===== src/rtl/la_seq_pkg.sv =====
package la_seq_pkg;
  typedef enum logic [1:0] {PH_IDLE, PH_PRE, PH_WAIT, PH_POST} phase_e;
  localparam logic [7:0]  CMD_RUN   = 8'h03;
  localparam logic [7:0]  CMD_HALT  = 8'h00;
  localparam logic [11:0] STATUS_HI = 12'h85e;
endpackage


===== src/rtl/la_strobe_gen.sv =====
module la_strobe_gen #(
  parameter int DIV_W = 16
) (
  input  logic             clk_i,
  input  logic             rst_ni,
  input  logic             en_i,
  input  logic [DIV_W-1:0] div_i,
  output logic             stb_o
);
  logic [DIV_W-1:0] cnt_q;
  logic [DIV_W-1:0] div_m1;

  assign div_m1 = (div_i == '0) ? '0 : div_i - 1'b1;

  always_ff @(posedge clk_i or negedge rst_ni) begin
    if (!rst_ni) begin
      cnt_q <= '0;
      stb_o <= 1'b0;
    end else if (!en_i) begin
      cnt_q <= '0;
      stb_o <= 1'b0;
    end else if (cnt_q >= div_m1) begin
      cnt_q <= '0;
      stb_o <= 1'b1;
    end else begin
      cnt_q <= cnt_q + 1'b1;
      stb_o <= 1'b0;
    end
  end

  AST_STB_SPACING: assert property (@(posedge clk_i) disable iff (!rst_ni)
    (stb_o && en_i && div_i > 16'd1) |=> !stb_o) else $error("strobe spacing");
endmodule


===== src/rtl/la_trig_eval.sv =====
module la_trig_eval #(
  parameter int CH_W = 16
) (
  input  logic            clk_i,
  input  logic            rst_ni,
  input  logic            load_i,
  input  logic            sample_i,
  input  logic [CH_W-1:0] data_i,
  input  logic [CH_W-1:0] use_i,
  input  logic [CH_W-1:0] en_i,
  input  logic [CH_W-1:0] level_i,
  input  logic [CH_W-1:0] pol_i,
  output logic            hit_o,
  output logic            any_o,
  output logic            edge_err_o
);
  localparam int NW = $clog2(CH_W + 1);

  logic [CH_W-1:0] act_q, lvl_q, pol_q, prev_q;
  logic            prev_vld_q;
  logic [CH_W-1:0] cond;
  logic [NW-1:0]   n_edge;

  always_ff @(posedge clk_i or negedge rst_ni) begin
    if (!rst_ni) begin
      act_q      <= '0;
      lvl_q      <= '0;
      pol_q      <= '0;
      prev_q     <= '0;
      prev_vld_q <= 1'b0;
    end else if (load_i) begin
      act_q      <= en_i & use_i;
      lvl_q      <= level_i;
      pol_q      <= pol_i;
      prev_vld_q <= 1'b0;
    end else if (sample_i) begin
      prev_q     <= data_i;
      prev_vld_q <= 1'b1;
    end
  end

  for (genvar c = 0; c < CH_W; c++) begin : g_ch
    logic rise, fall;
    assign rise   = prev_vld_q && !prev_q[c] &&  data_i[c];
    assign fall   = prev_vld_q &&  prev_q[c] && !data_i[c];
    assign cond[c] = !act_q[c] ||
                     (lvl_q[c] ? (data_i[c] == pol_q[c]) : (pol_q[c] ? fall : rise));
  end

  always_comb begin
    n_edge = '0;
    for (int c = 0; c < CH_W; c++)
      if (en_i[c] && use_i[c] && !level_i[c]) n_edge = n_edge + 1'b1;
  end

  assign hit_o      = &cond;
  assign any_o      = |(en_i & use_i);
  assign edge_err_o = n_edge > NW'(1);
endmodule


===== src/rtl/la_phase_fsm.sv =====
module la_phase_fsm
  import la_seq_pkg::*;
#(
  parameter int CNT_W = 40
) (
  input  logic             clk_i,
  input  logic             rst_ni,
  input  logic             cmd_valid_i,
  input  logic [7:0]       cmd_i,
  input  logic [CNT_W-1:0] total_i,
  input  logic [CNT_W-1:0] pre_i,
  input  logic             edge_err_i,
  input  logic             trig_any_i,
  input  logic             stb_i,
  input  logic             hit_i,
  output phase_e           phase_o,
  output logic             trig_seen_o,
  output logic             trig_pulse_o,
  output logic             cfg_err_o,
  output logic             load_o
);
  phase_e           phase_q;
  logic [CNT_W-1:0] cnt_q, pre_q, post_q;
  logic [CNT_W-1:0] pre_eff, post_eff;
  logic [CNT_W:0]   cnt_nx;
  logic             any_q, seen_q, pulse_q, err_q;
  logic             run_cmd, halt_cmd;

  assign run_cmd  = cmd_valid_i && cmd_i == CMD_RUN;
  assign halt_cmd = cmd_valid_i && cmd_i == CMD_HALT;
  assign load_o   = run_cmd && phase_q == PH_IDLE && !edge_err_i;
  assign pre_eff  = (!trig_any_i || pre_i == '0) ? CNT_W'(1) : pre_i;
  assign post_eff = (total_i > pre_eff) ? total_i - pre_eff : CNT_W'(1);
  assign cnt_nx   = {1'b0, cnt_q} + 1'b1;

  always_ff @(posedge clk_i or negedge rst_ni) begin
    if (!rst_ni) begin
      phase_q <= PH_IDLE;
      cnt_q   <= '0;
      pre_q   <= '0;
      post_q  <= '0;
      any_q   <= 1'b0;
      seen_q  <= 1'b0;
      pulse_q <= 1'b0;
      err_q   <= 1'b0;
    end else begin
      pulse_q <= 1'b0;
      if (halt_cmd) begin
        phase_q <= PH_IDLE;
      end else begin
        unique case (phase_q)
          PH_IDLE: if (run_cmd) begin
            if (edge_err_i) err_q <= 1'b1;
            else begin
              err_q   <= 1'b0;
              phase_q <= PH_PRE;
              cnt_q   <= '0;
              seen_q  <= 1'b0;
              pre_q   <= pre_eff;
              post_q  <= post_eff;
              any_q   <= trig_any_i;
            end
          end
          PH_PRE: if (stb_i) begin
            if (cnt_nx >= {1'b0, pre_q}) begin
              cnt_q <= '0;
              if (any_q) phase_q <= PH_WAIT;
              else begin
                phase_q <= PH_POST;
                seen_q  <= 1'b1;
                pulse_q <= 1'b1;
              end
            end else cnt_q <= cnt_nx[CNT_W-1:0];
          end
          PH_WAIT: if (stb_i && hit_i) begin
            phase_q <= PH_POST;
            seen_q  <= 1'b1;
            pulse_q <= 1'b1;
            cnt_q   <= '0;
          end
          PH_POST: if (stb_i) begin
            if (cnt_nx >= {1'b0, post_q}) phase_q <= PH_IDLE;
            else cnt_q <= cnt_nx[CNT_W-1:0];
          end
          default: phase_q <= PH_IDLE;
        endcase
      end
    end
  end

  assign phase_o      = phase_q;
  assign trig_seen_o  = seen_q;
  assign trig_pulse_o = pulse_q;
  assign cfg_err_o    = err_q;

  AST_HALT_IDLE: assert property (@(posedge clk_i) disable iff (!rst_ni)
    halt_cmd |=> phase_q == PH_IDLE) else $error("halt");
  AST_ERR_NO_START: assert property (@(posedge clk_i) disable iff (!rst_ni)
    (run_cmd && edge_err_i && phase_q == PH_IDLE) |=> (phase_q == PH_IDLE && err_q)) else $error("err");
  AST_WAIT_AFTER_PRE: assert property (@(posedge clk_i) disable iff (!rst_ni)
    (phase_q == PH_PRE && !halt_cmd && !(stb_i && cnt_nx >= {1'b0, pre_q})) |=> phase_q == PH_PRE) else $error("pre");
  AST_PULSE_IN_POST: assert property (@(posedge clk_i) disable iff (!rst_ni)
    pulse_q |-> (seen_q && $past(phase_q) != PH_POST)) else $error("pulse");
  AST_POST_SEEN: assert property (@(posedge clk_i) disable iff (!rst_ni)
    phase_q == PH_POST |-> seen_q) else $error("seen");
endmodule


===== src/rtl/la_capture_seq.sv =====
module la_capture_seq
  import la_seq_pkg::*;
#(
  parameter int CH_W  = 16,
  parameter int CNT_W = 40,
  parameter int DIV_W = 16
) (
  input  logic             clk_i,
  input  logic             rst_ni,
  input  logic             cmd_valid_i,
  input  logic [7:0]       cmd_i,
  input  logic [CNT_W-1:0] total_cnt_i,
  input  logic [CNT_W-1:0] pre_cnt_i,
  input  logic [DIV_W-1:0] div_i,
  input  logic [CH_W-1:0]  chan_en_i,
  input  logic [CH_W-1:0]  trig_en_i,
  input  logic [CH_W-1:0]  trig_level_i,
  input  logic [CH_W-1:0]  trig_pol_i,
  input  logic [CH_W-1:0]  data_i,
  output logic             sample_stb_o,
  output logic             trig_pulse_o,
  output logic [15:0]      status_o,
  output logic             cfg_err_o
);
  phase_e phase;
  logic   running, stb, hit, any, edge_err, seen, load;

  assign running = phase != PH_IDLE;

  la_strobe_gen #(.DIV_W(DIV_W)) u_stb (
    .clk_i, .rst_ni, .en_i(running), .div_i, .stb_o(stb)
  );

  la_trig_eval #(.CH_W(CH_W)) u_trig (
    .clk_i, .rst_ni, .load_i(load), .sample_i(stb && running), .data_i,
    .use_i(chan_en_i), .en_i(trig_en_i), .level_i(trig_level_i), .pol_i(trig_pol_i),
    .hit_o(hit), .any_o(any), .edge_err_o(edge_err)
  );

  la_phase_fsm #(.CNT_W(CNT_W)) u_fsm (
    .clk_i, .rst_ni, .cmd_valid_i, .cmd_i, .total_i(total_cnt_i), .pre_i(pre_cnt_i),
    .edge_err_i(edge_err), .trig_any_i(any), .stb_i(stb), .hit_i(hit),
    .phase_o(phase), .trig_seen_o(seen), .trig_pulse_o, .cfg_err_o, .load_o(load)
  );

  assign sample_stb_o = stb && running;
  assign status_o = {STATUS_HI, (phase == PH_WAIT || phase == PH_POST), seen, running, !running};

  AST_IDLE_EXCL: assert property (@(posedge clk_i) disable iff (!rst_ni)
    status_o[0] |-> (!status_o[1] && !status_o[3])) else $error("idle bits");
  AST_NO_STB_IDLE: assert property (@(posedge clk_i) disable iff (!rst_ni)
    (status_o[0] && !cmd_valid_i) |=> !trig_pulse_o) else $error("idle pulse");
endmodule


===== config.mk =====
export PLATFORM = sky130hd
export DESIGN_NAME = la_capture_seq
export DESIGN_NICKNAME = d
export VERILOG_FILES = /design/src/rtl/la_seq_pkg.sv /design/src/rtl/la_strobe_gen.sv /design/src/rtl/la_trig_eval.sv /design/src/rtl/la_phase_fsm.sv /design/src/rtl/la_capture_seq.sv
export SDC_FILE = /design/constraint.sdc
export NUM_CORES = 1
export LEC_CHECK = 0
export ABC_AREA = 1
export ABC_CLOCK_PERIOD_IN_PS = 13600
export BUFFER_PORTS_ARGS = -buffer_cell sky130_fd_sc_hd__buf_4
export CORE_MARGIN = 8
export CORE_UTILIZATION = 55
export DETAILED_ROUTE_END_ITERATION = 6
export PLACE_DENSITY = 0.79
export SLEW_MARGIN = 10
export SYNTH_ARGS = -nofsm -noshare
export SYNTH_HDL_FRONTEND = slang
export SYNTH_SLANG_ARGS = --single-unit

===== constraint.sdc =====
create_clock -name clk_i -period 13.6 [get_ports clk_i]
set_clock_uncertainty 0.1 [all_clocks]
set_input_delay 0.68 -clock clk_i [delete_from_list [all_inputs] [get_ports clk_i]]
set_output_delay 0.68 -clock clk_i [all_outputs]
set_load 0.02 [all_outputs]

==> results of run 1 <==
-- power by group --
group	total (mW)	internal (mW)	switching [mW]
sequential	0.663	0.641	0.0217
combinational	0.751	0.221	0.529
clock	0.724	0.447	0.278
-- through the flow --
step / hold WS, ns / power [mW] / worst slack [ns]
2_1_floorplan: 0.284 / 1.17 / 5.30
3_3_place_gp: 0.354 / 1.39 / 3.67
3_5_place_dp: 0.359 / 1.41 / 3.34
4_1_cts: 0.0901 / 2.13 / 3.87
5_1_grt: 0.123 / 2.24 / 3.03
6_report: 0.0617 / 2.14 / 3.75
-- worst max-delay path by stage --
stage                  endpoint  cells after the start
2_1_floorplan  u_fsm.post_q[10]                     52
3_3_place_gp     u_fsm.cnt_q[0]                     52
3_5_place_dp    u_fsm.cnt_q[38]                     52
4_1_cts          u_fsm.cnt_q[1]                     52
5_1_grt          u_fsm.cnt_q[2]                     52
6_report        u_fsm.cnt_q[13]                     52
-- cell usage after synthesis (all sizes together), types with 3 or more instances --
| cell | instances | area [um2] |
|---|---|---|
| dfrtp | 208 | 5200 |
| o31ai | 5 | 37.5 |
| xnor2 | 16 | 140 |
| nand3 | 156 | 861 |
| a21boi | 4 | 30.0 |
| nor2 | 280 | 1070 |
| a21o | 9 | 67.6 |
| a21oi | 119 | 596 |
| nand3b | 6 | 45.0 |
| o21bai | 3 | 22.5 |
| nand4 | 180 | 1130 |
| o2111ai | 3 | 26.3 |
| o211ai | 3 | 22.5 |
| o21ai | 117 | 586 |
| buf | 47 | 303 |
| nor3b | 4 | 30.0 |
| clkbuf | 46 | 173 |
| nor4 | 19 | 119 |
| nor3 | 30 | 150 |
| o21a | 9 | 67.6 |
| inv | 460 | 1730 |
| or2 | 15 | 93.8 |
| nand2 | 795 | 3050 |
| ha | 158 | 1980 |
| a211oi | 11 | 82.6 |
| xor2 | 39 | 342 |
-- layer usage --
metal / part of all wire / global-route usage / wire length [um] / vias to the layer above
met5: 0 / 0 / 0 / -
met4: 0.027 / 0.0769 / 1490 / 0
met3: 0.080 / 0.0516 / 4360 / 111
met2: 0.45 / 0.440 / 24500 / 718
met1: 0.44 / 0.368 / 23900 / 8586
li1: - / - / - / 9212
-- worst max-delay path: cells and delay by family --
kind / cells / cell delay (ns)
AOI/OAI and AO/OA: 6 / 1.17
xor gates and xnor gates: 1 / 0.07
adders and majority gates: 9 / 2.58
buffers and inverters: 4 / 1.05
and+or+nand+nor: 32 / 4.55
-- flip-flops by register name (all words and copies together), names as in the netlist --
name / count
u_fsm.cnt_q: 40
u_fsm.post_q: 40
u_fsm.pre_q: 40
u_stb.cnt_q: 16
u_trig.act_q: 16
u_trig.lvl_q: 16
u_trig.pol_q: 16
u_trig.prev_q: 16
u_fsm.phase_o: 2
u_fsm.any_q: 1
u_fsm.cfg_err_o: 1
u_fsm.trig_pulse_o: 1
u_fsm.trig_seen_o: 1
u_stb.stb_o: 1
u_trig.prev_vld_q: 1
-- kinds of logic (layout without fill, tap and decap cells) --
group	Yosys count	in the layout	share of synthesized area
compound gates	292	292	0.0890
xor+xnor	55	55	0.0266
fa+ha+maj	159	159	0.110
buf+inv	555	716	0.122
flops	208	208	0.288
other cells	2	12	0.000415
simple gates	1490	1490	0.364
-- cell type report --
cell class                 count  area (um2)
inverter                     462        1730
timing repair buffer         206        1550
sequential                   208        5200
tap                          442         553
fill                        2933       11800
clock inverter                10         134
multi-input combinational   2008       10800
clock buffer                  38         767
==> flow_summary_export.csv, run 1 <==
group,metric,value,unit
timing,grt_setup_unrepaired,"no",
logic_synthesis,post_synth_instance_area,0.0181,mm2
timing,final-hold-violation-count,0,
clocking,clk-insertion-delay-late,0.54,ns
timing,max_freq,102,MHz
critical_path,critical_path.max_stage_delay,0.69,ns
clocking,path_clk_slew,0.06,ns
timing,layout_min_cycle_time,9.85,ns
clocking,cts_root_buffer,"sky130_fd_sc_hd__clkbuf_16",
logic_synthesis,yosys_most_used_dff,"sky130_fd_sc_hd__dfrtp_1",
die,die_area,0.0390,mm2
final_layout,diodes,0,
critical_path,ff2ff_path_depth,34,
power_and_ir_drop,p_per_area,103,mW/mm2
logic_synthesis,synthesis.area_per_instance,6.56,um2
critical_path,worstSetupStartpoint,"trig_en_i[1]",
place,port_buffers,193,
die,placementRows,66,
die,die_height,197,um
power_and_ir_drop,power.static_leakage,11.6,nW
routing,remaining_antenna_violation_count_after_routing,0,
logic_synthesis,seq_area_frac_synth,0.288,
clocking,cts_hold_buf,0,
place,finalWeightedCongestion,0.962,
routing,first_pass_iters,6,
final_layout,final_layout_size_suffix_gt1_frac,0.106,
place,detailed_place.area,0.0198,mm2
global_routing,grt_max_degree,83,
timing,timing_worst_slew_pin_value,1.11,ns
routing,via_count,18600,
logic_synthesis,ys_ff_latch,208,
global_routing,grt_first_pass_wirelength,87.7,mm
critical_path,worstSetupEndpointType,"flop",
clocking,cts-htree-levels,1,
run,timing.max_cap.violations,0,
final_layout,layout.cells.most_common,"sky130_fd_sc_hd__nand2_1",
clocking,clock_sinks,208,
critical_path,critical_path.most_common_cell,"sky130_fd_sc_hd__nand2_1",
critical_path,regToRegEndpoint,"u_fsm.cnt_q[13]",
logic_synthesis,synth_enable_flop_cells,0,
routing,post_drt_wl_per_cell,16.1,um
clocking,cts_setup_buffers,0,
final_layout,finish.instance_area,0.0207,mm2
final_layout,share_of_the_core_filled_with_cells_in_the_final_layout,0.638,
status,run_status,"completed",
global_routing,grt_usage,0.272,
final_layout,instances_no_fill,3374,
logic_synthesis,async_flop_share,1.00,
power_and_ir_drop,max-vdd-ir-drop,0.0000919,V
global_routing,number_of_global_route_vias_before_repair,17800,
critical_path,reg2reg_from,"u_fsm.cnt_q[0]",
critical_path,ff2ff_setup_slack,6.31,ns
clocking,clk_path_buf_depth,3,
logic_synthesis,synth_cell_type_count,50,
clocking,post_cts.resized_instances,0,
critical_path,critical_path_required,13.91,ns
global_routing,globalRoute.totalOverflow,0,
critical_path,crit_fanout,43,
logic_synthesis,syn-instance-count,2761,
die,floorplan.initialDensity,0.558,
critical_path,timing_worst_setup_path_type,"in -> reg",
hold_path,hold_path_class,"in -> async",
timing,setup_viol,0,
die,io_pins,206,
logic_synthesis,yosys_warnings,0,
timing,finalCritPeriodShare,0.724,
die,core-area,0.0325,mm2
place,dp.final_hpwl,42.1,mm
clocking,tritoncts.num_buffers,26,
timing,slew_headroom,0.261,
final_layout,synthToLayoutAreaGrowth,14.4,%
place,post-place-cells,3326,
final_layout,fin_nets,3258,
timing,fin_tns_setup,0,ns
routing,viasPerCell,5.52,
routing,drc_errors,0,
critical_path,startpoint_type,"input pin",
timing,timing_max_transition_violations_final,0,
critical_path,worst-endpoint-arrival,10.16,ns
clocking,cts_tree,"built",
routing,drt_iter0_markers,1789,
final_layout,most-common-layout-cells,"sky130_fd_sc_hd__nand2_1, sky130_fd_sc_hd__inv_1, sky130_fd_sc_hd__nor2_1",
die,die_width,197,um
critical_path,slowest_stage,"sky130_fd_sc_hd__nand3_1",
routing,route.final.wire_length,54.3,mm
global_routing,initial_antenna_violation_count,0,
No activity file was read; power rests on OpenSTA's default activity.
==> inputs of run 2 (changes only) <==
--- a/config.mk
+++ b/config.mk
@@ -6,7 +6,7 @@
 export NUM_CORES = 1
 export LEC_CHECK = 0
 export ABC_AREA = 1
-export ABC_CLOCK_PERIOD_IN_PS = 13600
+export ABC_CLOCK_PERIOD_IN_PS = 9600
 export BUFFER_PORTS_ARGS = -buffer_cell sky130_fd_sc_hd__buf_4
 export CORE_MARGIN = 8
 export CORE_UTILIZATION = 55
==> constraint.sdc (replaced) <==
create_clock -name clk_i -period 9.6 [get_ports clk_i]
set_clock_uncertainty 0.1 [all_clocks]
set_input_delay 0.48 -clock clk_i [delete_from_list [all_inputs] [get_ports clk_i]]
set_output_delay 0.48 -clock clk_i [all_outputs]
set_load 0.02 [all_outputs]
==> run 2 against run 1 <==
Effect of this change: sequential power increased by 42%; combinational power increased by 42%; via count decreased by 0.51%; die area unchanged.
==> flow_summary_export.csv, run 2 (synthesis results as in run 1) <==
group,metric,value,unit
place,post-place-cells,3329,
power_and_ir_drop,p_per_area,147,mW/mm2
timing,fin_tns_setup,0,ns
critical_path,ff2ff_setup_slack,3.09,ns
critical_path,regToRegEndpoint,"u_fsm.cnt_q[17]",
place,dp.final_hpwl,43.1,mm
timing,grt_setup_unrepaired,"no",
die,die_area,0.0390,mm2
final_layout,synthToLayoutAreaGrowth,14.8,%
timing,fin_worst_hold_slack,0.0219,ns
power_and_ir_drop,power.static_leakage,11.6,nW
global_routing,globalRoute.totalOverflow,0,
routing,first_pass_iters,5,
critical_path,critical_path.max_stage_delay,0.38,ns
critical_path,reg2reg_from,"u_fsm.cnt_q[0]",
power_and_ir_drop,report.power.total,3.06,mW
timing,timing_worst_slew_pin_value,1.15,ns
clocking,cts_tree,"built",
clocking,clock_sinks,208,
timing,timing_max_transition_violations_final,0,
die,io_pins,206,
routing,drc_errors,0,
routing,remaining_antenna_violation_count_after_routing,0,
critical_path,worstSetupEndpointType,"flop",
hold_path,hold-path-endpoint,"u_trig.pol_q[13]",
place,finalWeightedCongestion,0.992,
clocking,tritoncts.num_buffers,26,
critical_path,timing_worst_setup_path_type,"in -> reg",
clocking,cts_hold_buf,1,
routing,viasPerCell,5.48,
routing,via_count,18500,
timing,layout_min_cycle_time,8.57,ns
clocking,cts-htree-levels,1,
clocking,clk-insertion-delay-late,0.56,ns
hold_path,holdPathStages,3,
global_routing,grt_max_degree,83,
critical_path,timing.critical_path.buf_inv,4,
critical_path,startpoint_type,"input pin",
timing,finalCritPeriodShare,0.892,
final_layout,fin_nets,3262,
timing,max_freq,117,MHz
critical_path,crit_fanout,73,
critical_path,worst-endpoint-arrival,8.91,ns
timing,final-hold-violation-count,0,
critical_path,slowest_stage,"sky130_fd_sc_hd__buf_4",
global_routing,grt_first_pass_wirelength,89.2,mm
final_layout,layout_top_registers,"u_fsm.cnt_q: 40 flops, u_fsm.post_q: 40 flops, u_fsm.pre_q: 40 flops",
final_layout,instances_no_fill,3379,
place,port_buffers,193,
clocking,clk_path_buf_depth,3,
clocking,cts_setup_buffers,0,
final_layout,most-common-layout-cells,"sky130_fd_sc_hd__nand2_1, sky130_fd_sc_hd__inv_1, sky130_fd_sc_hd__nor2_1",
status,run_status,"completed",
critical_path,ff2ff_path_depth,34,
global_routing,number_of_global_route_vias_before_repair,17600,
hold_path,hp-start,"trig_pol_i[13]",
global_routing,initial_antenna_violation_count,2,
critical_path,timing.critical_path.max_delay_family,"simple AND/OR/NAND/NOR gates",
clocking,cts_root_buffer,"sky130_fd_sc_hd__clkbuf_16",
clocking,path_clk_slew,0.06,ns
critical_path,critical_path.most_common_cell,"sky130_fd_sc_hd__nand2_1",
die,core-area,0.0325,mm2
critical_path,critical_path_required,9.94,ns
routing,route.final.wire_length,55.2,mm
die,floorplan.initialDensity,0.558,
timing,setup_viol,0,
power_and_ir_drop,max-vdd-ir-drop,0.000132,V
run,timing.max_cap.violations,0,
timing,slew_headroom,0.226,
routing,post_drt_wl_per_cell,16.3,um
die,die_width,197,um
die,placementRows,66,
global_routing,grt_usage,0.279,
die,die_height,197,um
final_layout,layout.cells.most_common,"sky130_fd_sc_hd__nand2_1",
final_layout,final_layout_size_suffix_gt1_frac,0.108,
final_layout,fillers,3003,
hold_path,hold_path_class,"in -> reg",
clocking,post_cts.resized_instances,0,
routing,drt_iter0_markers,1546,
==> run 2: per-stage QoR <==
step	instance area (um2)	setup WS, ns	utilization
6_report	20800	1.03	0.640
5_1_grt	20800	0.135	0.640
4_1_cts	20800	1.11	0.640
3_5_place_dp	19800	0.533	0.611
3_3_place_gp	19800	0.813	0.611
2_1_floorplan	18100	1.50	-
==> run 2: worst max path at each step <==
stage | startpoint | end | slack (ns) | cells past startpoint
3_5_place_dp | trig_en_i[0] | u_fsm.pre_q[38] | 0.53 | 51
5_1_grt | trig_en_i[0] | u_fsm.pre_q[27] | 0.13 | 52
4_1_cts | trig_en_i[0] | u_fsm.pre_q[16] | 1.11 | 51
6_report | trig_en_i[0] | u_fsm.pre_q[38] | 1.03 | 51
2_1_floorplan | trig_en_i[0] | u_fsm.post_q[10] | 1.50 | 52
3_3_place_gp | trig_en_i[0] | u_trig.prev_vld_q | 0.81 | 49
==> run 2: routing by layer <==
| metal | wire length [um] | vias up | share of wire | track usage |
|---|---|---|---|---|
| li1 | - | 9212 | - | - |
| met1 | 24700 | 8564 | 0.45 | 0.396 |
| met2 | 24200 | 659 | 0.44 | 0.431 |
| met3 | 4550 | 97 | 0.082 | 0.0462 |
| met4 | 1690 | 0 | 0.031 | 0.0814 |
| met5 | 0 | - | 0 | 0 |
==> run 2: tightest hold or removal path: stages <==
cell and delay, ns:
sky130_fd_sc_hd__buf_4 0.08, sky130_fd_sc_hd__nand2_1 0.04, sky130_fd_sc_hd__nand2_1 0.05
==> run 2: power by group <==
part | leakage [nW] | internal (mW) | switching, mW
Sequential | 2.80 | 0.908 | 0.0316
Clock | 0.443 | 0.639 | 0.409
Combinational | 8.36 | 0.321 | 0.753
Total | 11.6 | 1.87 | 1.19
==> run 2: cell type report <==
| class | count | area [um2] | area share |
|---|---|---|---|
| repair buffers | 210 | 1610 | 0.0775 |
| inverters | 462 | 1730 | 0.0835 |
| multi-input cells | 2008 | 10800 | 0.517 |
| clock buffers | 37 | 772 | 0.0372 |
| diodes | 2 | 5.00 | 0.000241 |
| flip-flops and latches | 208 | 5200 | 0.250 |
| well taps | 442 | 553 | 0.0266 |
| clock inverters | 10 | 148 | 0.00711 |
